**config.mk**
```make
export PLATFORM = sky130hd
export DESIGN_NAME = nzf_folder
export DESIGN_NICKNAME = d
export VERILOG_FILES = /design/src/rtl/nzf_pkg.sv /design/src/rtl/nzf_serial_div.sv /design/src/rtl/nzf_fold.sv /design/src/rtl/nzf_folder.sv
export SDC_FILE = /design/constraint.sdc
export NUM_CORES = 1
export LEC_CHECK = 0
export ABC_AREA = 1
export BUFFER_PORTS_ARGS = -buffer_cell sky130_fd_sc_hd__buf_4
export CAP_MARGIN = 0
export CORE_MARGIN = 4
export CORE_UTILIZATION = 30
export DETAILED_ROUTE_END_ITERATION = 12
export PLACE_DENSITY = 0.55
export SLEW_MARGIN = 10
export SYNTH_ARGS = -nofsm -noshare
export SYNTH_HDL_FRONTEND = slang
export SYNTH_SLANG_ARGS = --single-unit
```
**constraint.sdc**
```tcl
create_clock -name clk -period 3.4 [get_ports clk]
set_clock_uncertainty 0.1 [all_clocks]
set_input_delay 0 -clock clk [delete_from_list [all_inputs] [get_ports clk]]
set_output_delay 0 -clock clk [all_outputs]
set_load 0.01 [all_outputs]
```
**src/rtl/nzf_pkg.sv**
```systemverilog
package nzf_pkg;

    localparam int NZF_WORD_W = 48;
    localparam int NZF_FW_DEF = 32;

    typedef enum logic [1:0] {
        ST_IDLE = 2'd0,
        ST_MOD  = 2'd1,
        ST_DIV  = 2'd2,
        ST_HOLD = 2'd3
    } nzf_state_e;

    // Per-request record captured after the fold step.
    typedef struct packed {
        logic even;
    } nzf_zone_t;

endpackage

```
**src/rtl/nzf_serial_div.sv**
```systemverilog
// Serial restoring divider: shifts the dividend bits one per clock into a
// partial remainder seeded with init_rem (which must be below divisor).
module nzf_serial_div #(
    parameter int RW = 32,
    parameter int DW = 32,
    localparam int CW = (DW > 1) ? $clog2(DW) : 1
) (
    input  logic          clk,
    input  logic          rst,
    input  logic          start,
    input  logic [RW-1:0] init_rem,
    input  logic [DW-1:0] dividend,
    input  logic [RW-1:0] divisor,
    output logic          busy,
    output logic          done,
    output logic [DW-1:0] quot,
    output logic [RW-1:0] rem
);
    logic [RW-1:0] rem_q;
    logic [DW-1:0] dvd_q;
    logic [DW-1:0] quot_q;
    logic [CW-1:0] cnt_q;
    logic          run_q;
    logic          done_q;

    logic [RW:0]   trial;
    logic [RW:0]   diff;
    logic          ge;

    always_comb begin
        trial = {rem_q, dvd_q[DW-1]};
        ge    = trial >= {1'b0, divisor};
        diff  = trial - {1'b0, divisor};
    end

    always_ff @(posedge clk) begin
        if (rst) begin
            run_q  <= 1'b0;
            done_q <= 1'b0;
            rem_q  <= '0;
            dvd_q  <= '0;
            quot_q <= '0;
            cnt_q  <= '0;
        end else begin
            done_q <= 1'b0;
            if (start) begin
                rem_q  <= init_rem;
                dvd_q  <= dividend;
                quot_q <= '0;
                cnt_q  <= CW'(DW - 1);
                run_q  <= 1'b1;
            end else if (run_q) begin
                rem_q  <= ge ? diff[RW-1:0] : trial[RW-1:0];
                dvd_q  <= {dvd_q[DW-2:0], 1'b0};
                quot_q <= {quot_q[DW-2:0], ge};
                if (cnt_q == '0) begin
                    run_q  <= 1'b0;
                    done_q <= 1'b1;
                end else begin
                    cnt_q <= cnt_q - 1'b1;
                end
            end
        end
    end

    assign busy = run_q;
    assign done = done_q;
    assign quot = quot_q;
    assign rem  = rem_q;
endmodule

```
**src/rtl/nzf_fold.sv**
```systemverilog
// Zone decision and fold of a reduced remainder r in [0, fs).
module nzf_fold #(
    parameter int FW = 32
) (
    input  logic                 [FW-1:0] rem,
    input  logic                 [FW-1:0] fs,
    output logic                          even,
    output logic                 [FW-1:0] mag,
    output logic signed          [FW:0]   fold
);
    always_comb begin
        even = {rem, 1'b0} >= {1'b0, fs};
        mag  = even ? (fs - rem) : rem;
        fold = even ? ($signed({1'b0, rem}) - $signed({1'b0, fs}))
                    : $signed({1'b0, rem});
    end
endmodule

```
**src/rtl/nzf_folder.sv**
```systemverilog
module nzf_folder
    import nzf_pkg::*;
#(
    parameter int FW = NZF_FW_DEF,
    localparam int WW = NZF_WORD_W
) (
    input  logic                 clk,
    input  logic                 rst,
    input  logic                 in_valid,
    output logic                 in_ready,
    input  logic [FW-1:0]        in_target,
    input  logic [FW-1:0]        in_fs,
    output logic                 busy,
    output logic                 err_zero_fs,
    output logic                 out_valid,
    input  logic                 out_ready,
    output logic signed [FW:0]   out_fold,
    output logic                 out_even_zone,
    output logic [WW-1:0]        out_word
);
    nzf_state_e           st_q;
    logic [FW-1:0]        fs_q;
    logic                 err_q;
    nzf_zone_t            zone_q;
    logic signed [FW:0]   fold_q;
    logic [WW-1:0]        word_q;

    logic                 accept;
    logic                 mod_start, mod_busy, mod_done;
    logic [FW-1:0]        mod_quot, mod_rem;
    logic                 div_busy, div_done;
    logic [WW-1:0]        div_quot;
    logic [FW-1:0]        div_rem;
    logic                 f_even;
    logic [FW-1:0]        f_mag;
    logic signed [FW:0]   f_fold;

    assign accept    = in_valid && (st_q == ST_IDLE);
    assign mod_start = accept && (in_fs != '0);

    nzf_serial_div #(.RW(FW), .DW(FW)) u_mod (
        .clk(clk), .rst(rst), .start(mod_start),
        .init_rem('0), .dividend(in_target), .divisor(fs_q),
        .busy(mod_busy), .done(mod_done), .quot(mod_quot), .rem(mod_rem)
    );

    nzf_fold #(.FW(FW)) u_fold (
        .rem(mod_rem), .fs(fs_q), .even(f_even), .mag(f_mag), .fold(f_fold)
    );

    nzf_serial_div #(.RW(FW), .DW(WW)) u_scale (
        .clk(clk), .rst(rst), .start(mod_done),
        .init_rem(f_mag), .dividend('0), .divisor(fs_q),
        .busy(div_busy), .done(div_done), .quot(div_quot), .rem(div_rem)
    );

    always_ff @(posedge clk) begin
        if (rst) begin
            st_q   <= ST_IDLE;
            fs_q   <= '0;
            err_q  <= 1'b0;
            zone_q <= '0;
            fold_q <= '0;
            word_q <= '0;
        end else begin
            err_q <= accept && (in_fs == '0);
            case (st_q)
                ST_IDLE: begin
                    if (mod_start) begin
                        fs_q <= in_fs;
                        st_q <= ST_MOD;
                    end
                end
                ST_MOD: begin
                    if (mod_done) begin
                        zone_q.even <= f_even;
                        fold_q      <= f_fold;
                        st_q        <= ST_DIV;
                    end
                end
                ST_DIV: begin
                    if (div_done) begin
                        word_q <= zone_q.even ? (WW'(0) - div_quot) : div_quot;
                        st_q   <= ST_HOLD;
                    end
                end
                default: begin
                    if (out_ready) st_q <= ST_IDLE;
                end
            endcase
        end
    end

    assign in_ready      = (st_q == ST_IDLE);
    assign busy          = (st_q == ST_MOD) || (st_q == ST_DIV);
    assign err_zero_fs   = err_q;
    assign out_valid     = (st_q == ST_HOLD);
    assign out_fold      = fold_q;
    assign out_even_zone = zone_q.even;
    assign out_word      = word_q;
endmodule

```
==> impl_results.md, run 1 <==
* Worst-Margin Slew at 876 ps
* Area of the core at 73100 µm²
* Met2 wire len at 39.1 mm
* Clock latency on the worst-skew pair at 580 ps
* Part of the power in registers at 0.229
* CTS tree: done
* Final net count at 4092
* Crit path DAT at 3530 ps
* Internal at 0.00854 W
* Power Dens Cells at 627 nW/µm²
* Netlist cell types at 48
* Post-Route WL at 88.6 mm
* Post-synthesis sequential area ratio at 0.250
* Global Route Usage Sum at 0.219
* Hold Crit Class: input port to register
* Max-Cap Viols at 0
* Final period utilization at 0.933
* Top sig layer: met5
* Detailed placer's ending HPWL at 70.8 mm
* Antenna-violating nets left at 0
* Worst Path Required at 3760 ps
* Resized cells post-CTS at 0
* Die area at 78200 µm²
* CTS max path bufs at 3
* Ys async rst share at 0
* TritonCTS Buffers at 36
* Crit. End Element: register
* Clock transition at path regs at 70 ps
* Vias in the first global route at 22.0k
* Most frequent cells in the layout: nand2_1, inv_1, nor2_1, dfxtp_1, a21oi_1
* Multi-input gate area at 14000 µm²
* IO Port Bufs at 153
* Die X-Extent at 280 µm
* Post-Synthesis Cell Area at 22100 µm²
* First drt pass iteration count at 9
* Max-slew violations at 0
* Sw Share at 0.483
* Via-per-instance ratio at 4.92
* Setup violations, final at 0
* Max Freq at 0.315 GHz
* Total setup buffers inserted after CTS at 0
* FP Rows at 99
* Most common cell after layout, fill and taps aside: nand2_1
* Final setup margin at 227 ps
* Initial core utilization at 0.303
* Overflow after GRT at 0
* Share of layout cells above drive strength 1 at 0.0859
* Worst setup SP type: register
* First-pass GRT wire length at 134 mm
* Worst rel slew slack at 0.410
* Setup TNS Final at 0 ps
* Syn Area/Cell at 6.00 µm²
* Unrepaired setup endpoints after global routing: no
* Wire per inst at 18.2 µm
* Final non-filler cell total at 4870
* Hold Fails Final Rpt at 0
* Synth Warn # at 0
* Synth area leaders: dfxtp_1, nand2_1, inv_1
* IO Count at 154
* Die H at 280 µm
* Most used DFF post-synth: dfxtp_1
* # H-tree levels at 2
* Worst vdd ir at 0.326 mV
* Crit Path Class: register to register
* Root buf cell: clkbuf_16
* CP max FO at 5
* Fill cells at 8212
* Place WS at 400 ps
* Cell taking the most area after synthesis: dfxtp_1
* Clock share of power at 0.242
* Post-Route M1 WL at 42.0 mm
* Pleak at 13.5 nW
* Num Clock Sinks at 276
* Placed cells at 4738
* DRT iter0 DRCs at 2098
* Syn_nets at 3899
* Number of synthesized register bits at 276
* Part of the power in combinational logic at 0.528
* Routed wl met3 at 5.71 mm
* P&R area growth vs syn at 18.9%
* Worst hold margin at 175 ps
* DRC violations left at 0
* Final GP Congestion at 0.990
* Period minus WS final at 3170 ps
* Yosys top cell area share at 0.250
* Largest net degree at the start of global routing at 63
* Via Count at 24.0k
* Post-synth EDFFs at 0
* Switching Power at 0.00797 W
* Register area at 5530 µm²
* Initial antenna violation count at 1
* Outcome: completed
* N_diodes at 0
* Synth Instances at 3691
* Final Util at 0.360
## cell usage after synthesis (3+ instances only)
| library cell | count |
|---|---|
| mux2i_1 | 29 |
| o21ai_1 | 16 |
| o221ai_1 | 9 |
| nand4_1 | 44 |
| xor2_1 | 63 |
| buf_6 | 6 |
| inv_1 | 538 |
| clkinv_1 | 3 |
| a21o_1 | 11 |
| o21a_1 | 6 |
| ha_1 | 136 |
| clkbuf_1 | 91 |
| nand3b_1 | 26 |
| and2_1 | 6 |
| buf_4 | 7 |
| nand2_2 | 7 |
| nor4_1 | 14 |
| a21oi_2 | 3 |
| a211oi_1 | 31 |
| a31oi_1 | 7 |
| o21bai_1 | 12 |
| nor2_2 | 15 |
| a21oi_1 | 257 |
| o211ai_1 | 30 |
| inv_2 | 6 |
| buf_1 | 10 |
| o21ai_0 | 196 |
| nor2_1 | 438 |
| nor3_1 | 33 |
| fa_1 | 4 |
| buf_2 | 20 |
| or2_2 | 6 |
| nand2_1 | 1039 |
| xnor2_1 | 35 |
| nand3_1 | 247 |
| dfxtp_1 | 276 |
## stage by stage
stage / power (W) / cell area [µm²]
after floorplan: 0.00965 / 22100
after global placement: 0.0124 / 24400
after detailed placement: 0.0123 / 24400
after CTS: 0.0165 / 26300
after global routing: 0.0177 / 26300
final: 0.0165 / 26300
## logic make-up (layout without fill, tap and decap cells)
kind of cell	after synthesis	in the layout	share of synthesized area
flip-flops	276	276	0.250
buffers and inverters	681	901	0.120
adder cells (fa/ha/maj)	140	140	0.0805
multiplexers	29	29	0.0131
AND/OR/NAND/NOR	1885	1885	0.354
AO/OA/AOI/OAI	582	582	0.145
XOR/XNOR	98	98	0.0388
## path summary, 6_finish.rpt
path                            slack (ps)  cells after the start                   startpoint                     endpoint
worst max-delay path                   230                     12    u_mod.rem[0]$_SDFFE_PP0P_    out_fold[20]$_SDFFE_PP0P_
worst min-delay path                   180                      4                 in_target[0]  u_mod.dvd_q[0]$_SDFFE_PP0P_
worst max register to register         230                     12    u_mod.rem[0]$_SDFFE_PP0P_    out_fold[20]$_SDFFE_PP0P_
worst min register to register         360                      2  u_mod.cnt_q[4]$_SDFFE_PP0P_  u_mod.cnt_q[4]$_SDFFE_PP0P_
## cell type report
class / count / area share
clock buffer: 49 / 0.0391
tap: 959 / 0.0456
timing repair buffer: 289 / 0.0897
multi-input combinational: 2734 / 0.531
sequential: 276 / 0.210
inverter: 547 / 0.0781
clock inverter: 16 / 0.00665
## critical path, stage by stage (launching register included)
cell      delay (ps)
dfxtp_1          430
inv_1            150
ha_1             270
fa_1             480
o21ai_0          490
nand2_1          130
nand3b_1         310
a21oi_1          130
xor2_1           160
nand2_1           60
nand3_1          160
nand2_1          120
inv_1             40
## what timing repair did
action                                  in CTS  in global routing
hold buffers                                67                  0
endpoints found under the setup margin       0                  0
hold endpoints to repair                   101                  0
## flip-flops by register name (all words and copies together) (netlist names), 5 cells and up
signal / count
u_mod.dvd_q: 32
u_scale.cnt_q: 6
u_mod.rem: 32
fs_q: 32
u_scale.quot: 48
u_scale.rem: 32
u_mod.cnt_q: 5
out_word: 48
out_fold: 33
## power groups by stage
stage	Combinational (W)	Sequential, W	Clock (W)
after global routing	0.00965	0.00383	0.00424
after global placement	0.00854	0.00385	0
after floorplan	0.00585	0.00380	0
final	0.00872	0.00378	0.00400
after CTS	0.00858	0.00379	0.00412
after detailed placement	0.00847	0.00386	0
## routing by layer
| metal | up-vias | GRT usage |
|---|---|---|
| met5 | - | 0 |
| met4 | 2 | 0.0467 |
| met3 | 82 | 0.0334 |
| met2 | 714 | 0.356 |
| met1 | 11000 | 0.309 |
| li1 | 12200 | - |
Note: power is estimated with default switching activity, not from simulation.
==> inputs of run 2 (changes only) <==
--- a/config.mk
+++ b/config.mk
@@ -11,6 +11,7 @@
 export CORE_MARGIN = 4
 export CORE_UTILIZATION = 30
 export DETAILED_ROUTE_END_ITERATION = 12
+export MAX_ROUTING_LAYER = met4
 export PLACE_DENSITY = 0.55
 export SLEW_MARGIN = 10
 export SYNTH_ARGS = -nofsm -noshare
==> run 2 against run 1 <==
Against the previous run:
- total power is 0.47% higher
- core utilization increased by 0.24 points
- final cell count is 0.21% higher
- count of clock-buffer cells in the layout up 1
- maximum frequency down 0.46%
- die area unchanged
- flip-flop and latch count unchanged
- worst setup slack got worse by 15 ps
- global-route usage rose by 0.23 points
- register-to-register slack hardly changed
- critical path type unchanged
==> impl_results.md, run 2 (synthesized netlist as in run 1, its figures left out) <==
* Area of the core at 73100 µm²
* Final setup margin at 212 ps
* Antenna-violating nets left at 0
* FP Rows at 99
* Unrepaired setup endpoints after global routing: no
* Most frequent cells in the layout: nand2_1, inv_1, nor2_1, dfxtp_1, a21oi_1
* Pleak at 13.6 nW
* IO Port Bufs at 153
* Top Family by Delay on Critical Path: compound AO/OA/AOI/OAI gates
* Hold Fails Final Rpt at 0
* Final net count at 4099
* Via Count at 23.9k
* Worst hold margin at 48.8 ps
* Final GP Congestion at 1.03
* Num Clock Sinks at 276
* Total setup buffers inserted after CTS at 0
* Crit-path cells: inv_1 > ha_1 > fa_1 > nor3_1 > nor2_1 > o21ai_1 > xnor2_1 > o211ai_1 > nand2_1 > inv_1
* Worst Path Required at 3810 ps
* Sw Share at 0.474
* Max Freq at 0.314 GHz
* Wire per inst at 17.9 µm
* First-pass GRT wire length at 132 mm
* Hold wc startpoint: in_fs[31]
* Die H at 280 µm
* Vias in the first global route at 21.9k
* First drt pass iteration count at 6
* DRC violations left at 0
* DRT iter0 DRCs at 2046
* CTS tree: done
* Worst setup SP type: register
* IO Count at 154
* Clock transition at path regs at 70 ps
* Crit. End Element: register
* CTS max path bufs at 3
* Placed cells at 4744
* Crit Path Class: register to register
* Overflow after GRT at 0
* Post-Route WL at 87.1 mm
* Part of the power in combinational logic at 0.521
* CP max stage delay at 480 ps
* Final Util at 0.363
* Initial core utilization at 0.303
* Crit-path most repeated cell: inv_1
* Most common cell after layout, fill and taps aside: nand2_1
* Die area at 78200 µm²
* Setup TNS Final at 0 ps
* Place WS at 383 ps
* Worst vdd ir at 0.436 mV
* CP Buf/Inv Count at 2
* Period minus WS final at 3190 ps
* Power Dens Cells at 626 nW/µm²
* # H-tree levels at 2
* Crit path DAT at 3600 ps
* Origin of the worst setup path: u_mod.rem[0]$_SDFFE_PP0P_
* Part of the power in registers at 0.228
* Initial antenna violation count at 3
* Detailed placer's ending HPWL at 69.6 mm
* Max-slew violations at 0
* CP max stage cell: fa_1
* Largest net degree at the start of global routing at 65
* Root buf cell: clkbuf_16
* Clock share of power at 0.251
* Final non-filler cell total at 4880
* Via-per-instance ratio at 4.90
* Share of layout cells above drive strength 1 at 0.0880
* Setup violations, final at 0
* Clock latency on the worst-skew pair at 580 ps
* Hold Crit Class: input port to register
* RR Startpoint: u_mod.rem[0]$_SDFFE_PP0P_
* Outcome: completed
* Global Route Usage Sum at 0.222
* Max-Cap Viols at 0
* P&R area growth vs syn at 19.7%
* CP max FO at 5
* TritonCTS Buffers at 37
* Final period utilization at 0.938
* Worst-Margin Slew at 1060 ps
* Worst rel slew slack at 0.291
* Switching Power at 0.00787 W
* Die X-Extent at 280 µm
* Internal at 0.00871 W
[run 2: cell types whose count changed in the layout (fill, tap and decap cells not counted)]
cell	before	now
buf_12	2	5
buf_4	220	223
bufinv_16	2	3
clkbuf_1	5	4
clkbuf_16	36	37
clkbuf_8	8	9
clkinv_16	0	1
clkinv_2	7	6
clkinv_4	1	2
clkinvlp_4	3	4
diode_2	0	2
inv_6	2	0
[run 2: layout make-up]
class / count / area [µm²]
Antenna cell: 2 / 5.00
Clock buffer: 50 / 1060
Clock inverter: 17 / 229
Fill cell: 8093 / 46600
Inverter: 547 / 2060
Multi-Input combinational cell: 2734 / 14000
Sequential cell: 276 / 5530
Tap cell: 959 / 1200
Timing Repair Buffer: 295 / 2440
[run 2: metal layers]
metal	GRT usage	up-vias	wire length, µm
li1	-	12200	-
met3	0.0298	120	5560
met1	0.308	10900	41400
met5	-	-	0
met2	0.339	785	37600
met4	0.0600	0	2560
[run 2: worst paths after layout]
check	to	slack (ps)	cells past startpoint
worst max-delay path	out_fold[14]$_SDFFE_PP0P_	210	10
worst min-delay path	fs_q[31]$_SDFFE_PP0P_	50	5
worst max register to register	out_fold[14]$_SDFFE_PP0P_	210	10
worst min register to register	u_mod.cnt_q[4]$_SDFFE_PP0P_	360	2
[run 2: power by group through the flow]
stage               clock network [W]  logic, W  registers (W)
floorplan                           0   0.00585        0.00380
global placement                    0   0.00845        0.00385
detailed placement                  0   0.00840        0.00385
CTS                           0.00427   0.00852        0.00378
global route                  0.00439   0.00957        0.00383
finish                        0.00416   0.00864        0.00378
[run 2: worst register-to-register path: stages (launching register included)]
cell and delay, ps:
dfxtp_1 420, inv_1 150, ha_1 280, fa_1 480
nor3_1 360, nor2_1 170, o21ai_1 450, xnor2_1 130
o211ai_1 420, nand2_1 110, inv_1 60
[run 2: per-stage QoR]
stage	cell area, µm²	total power [W]
after detailed placement	24500	0.0123
after CTS	26500	0.0166
after global routing	26500	0.0178
final	26500	0.0166
after floorplan	22100	0.00965
after global placement	24500	0.0123
[run 2: repair_timing]
item | CTS | global route
endpoints found under the hold margin | 100 | 0
endpoints found under the setup margin | 0 | 0
resized for setup | 0 | 0
hold buffers | 67 | 0
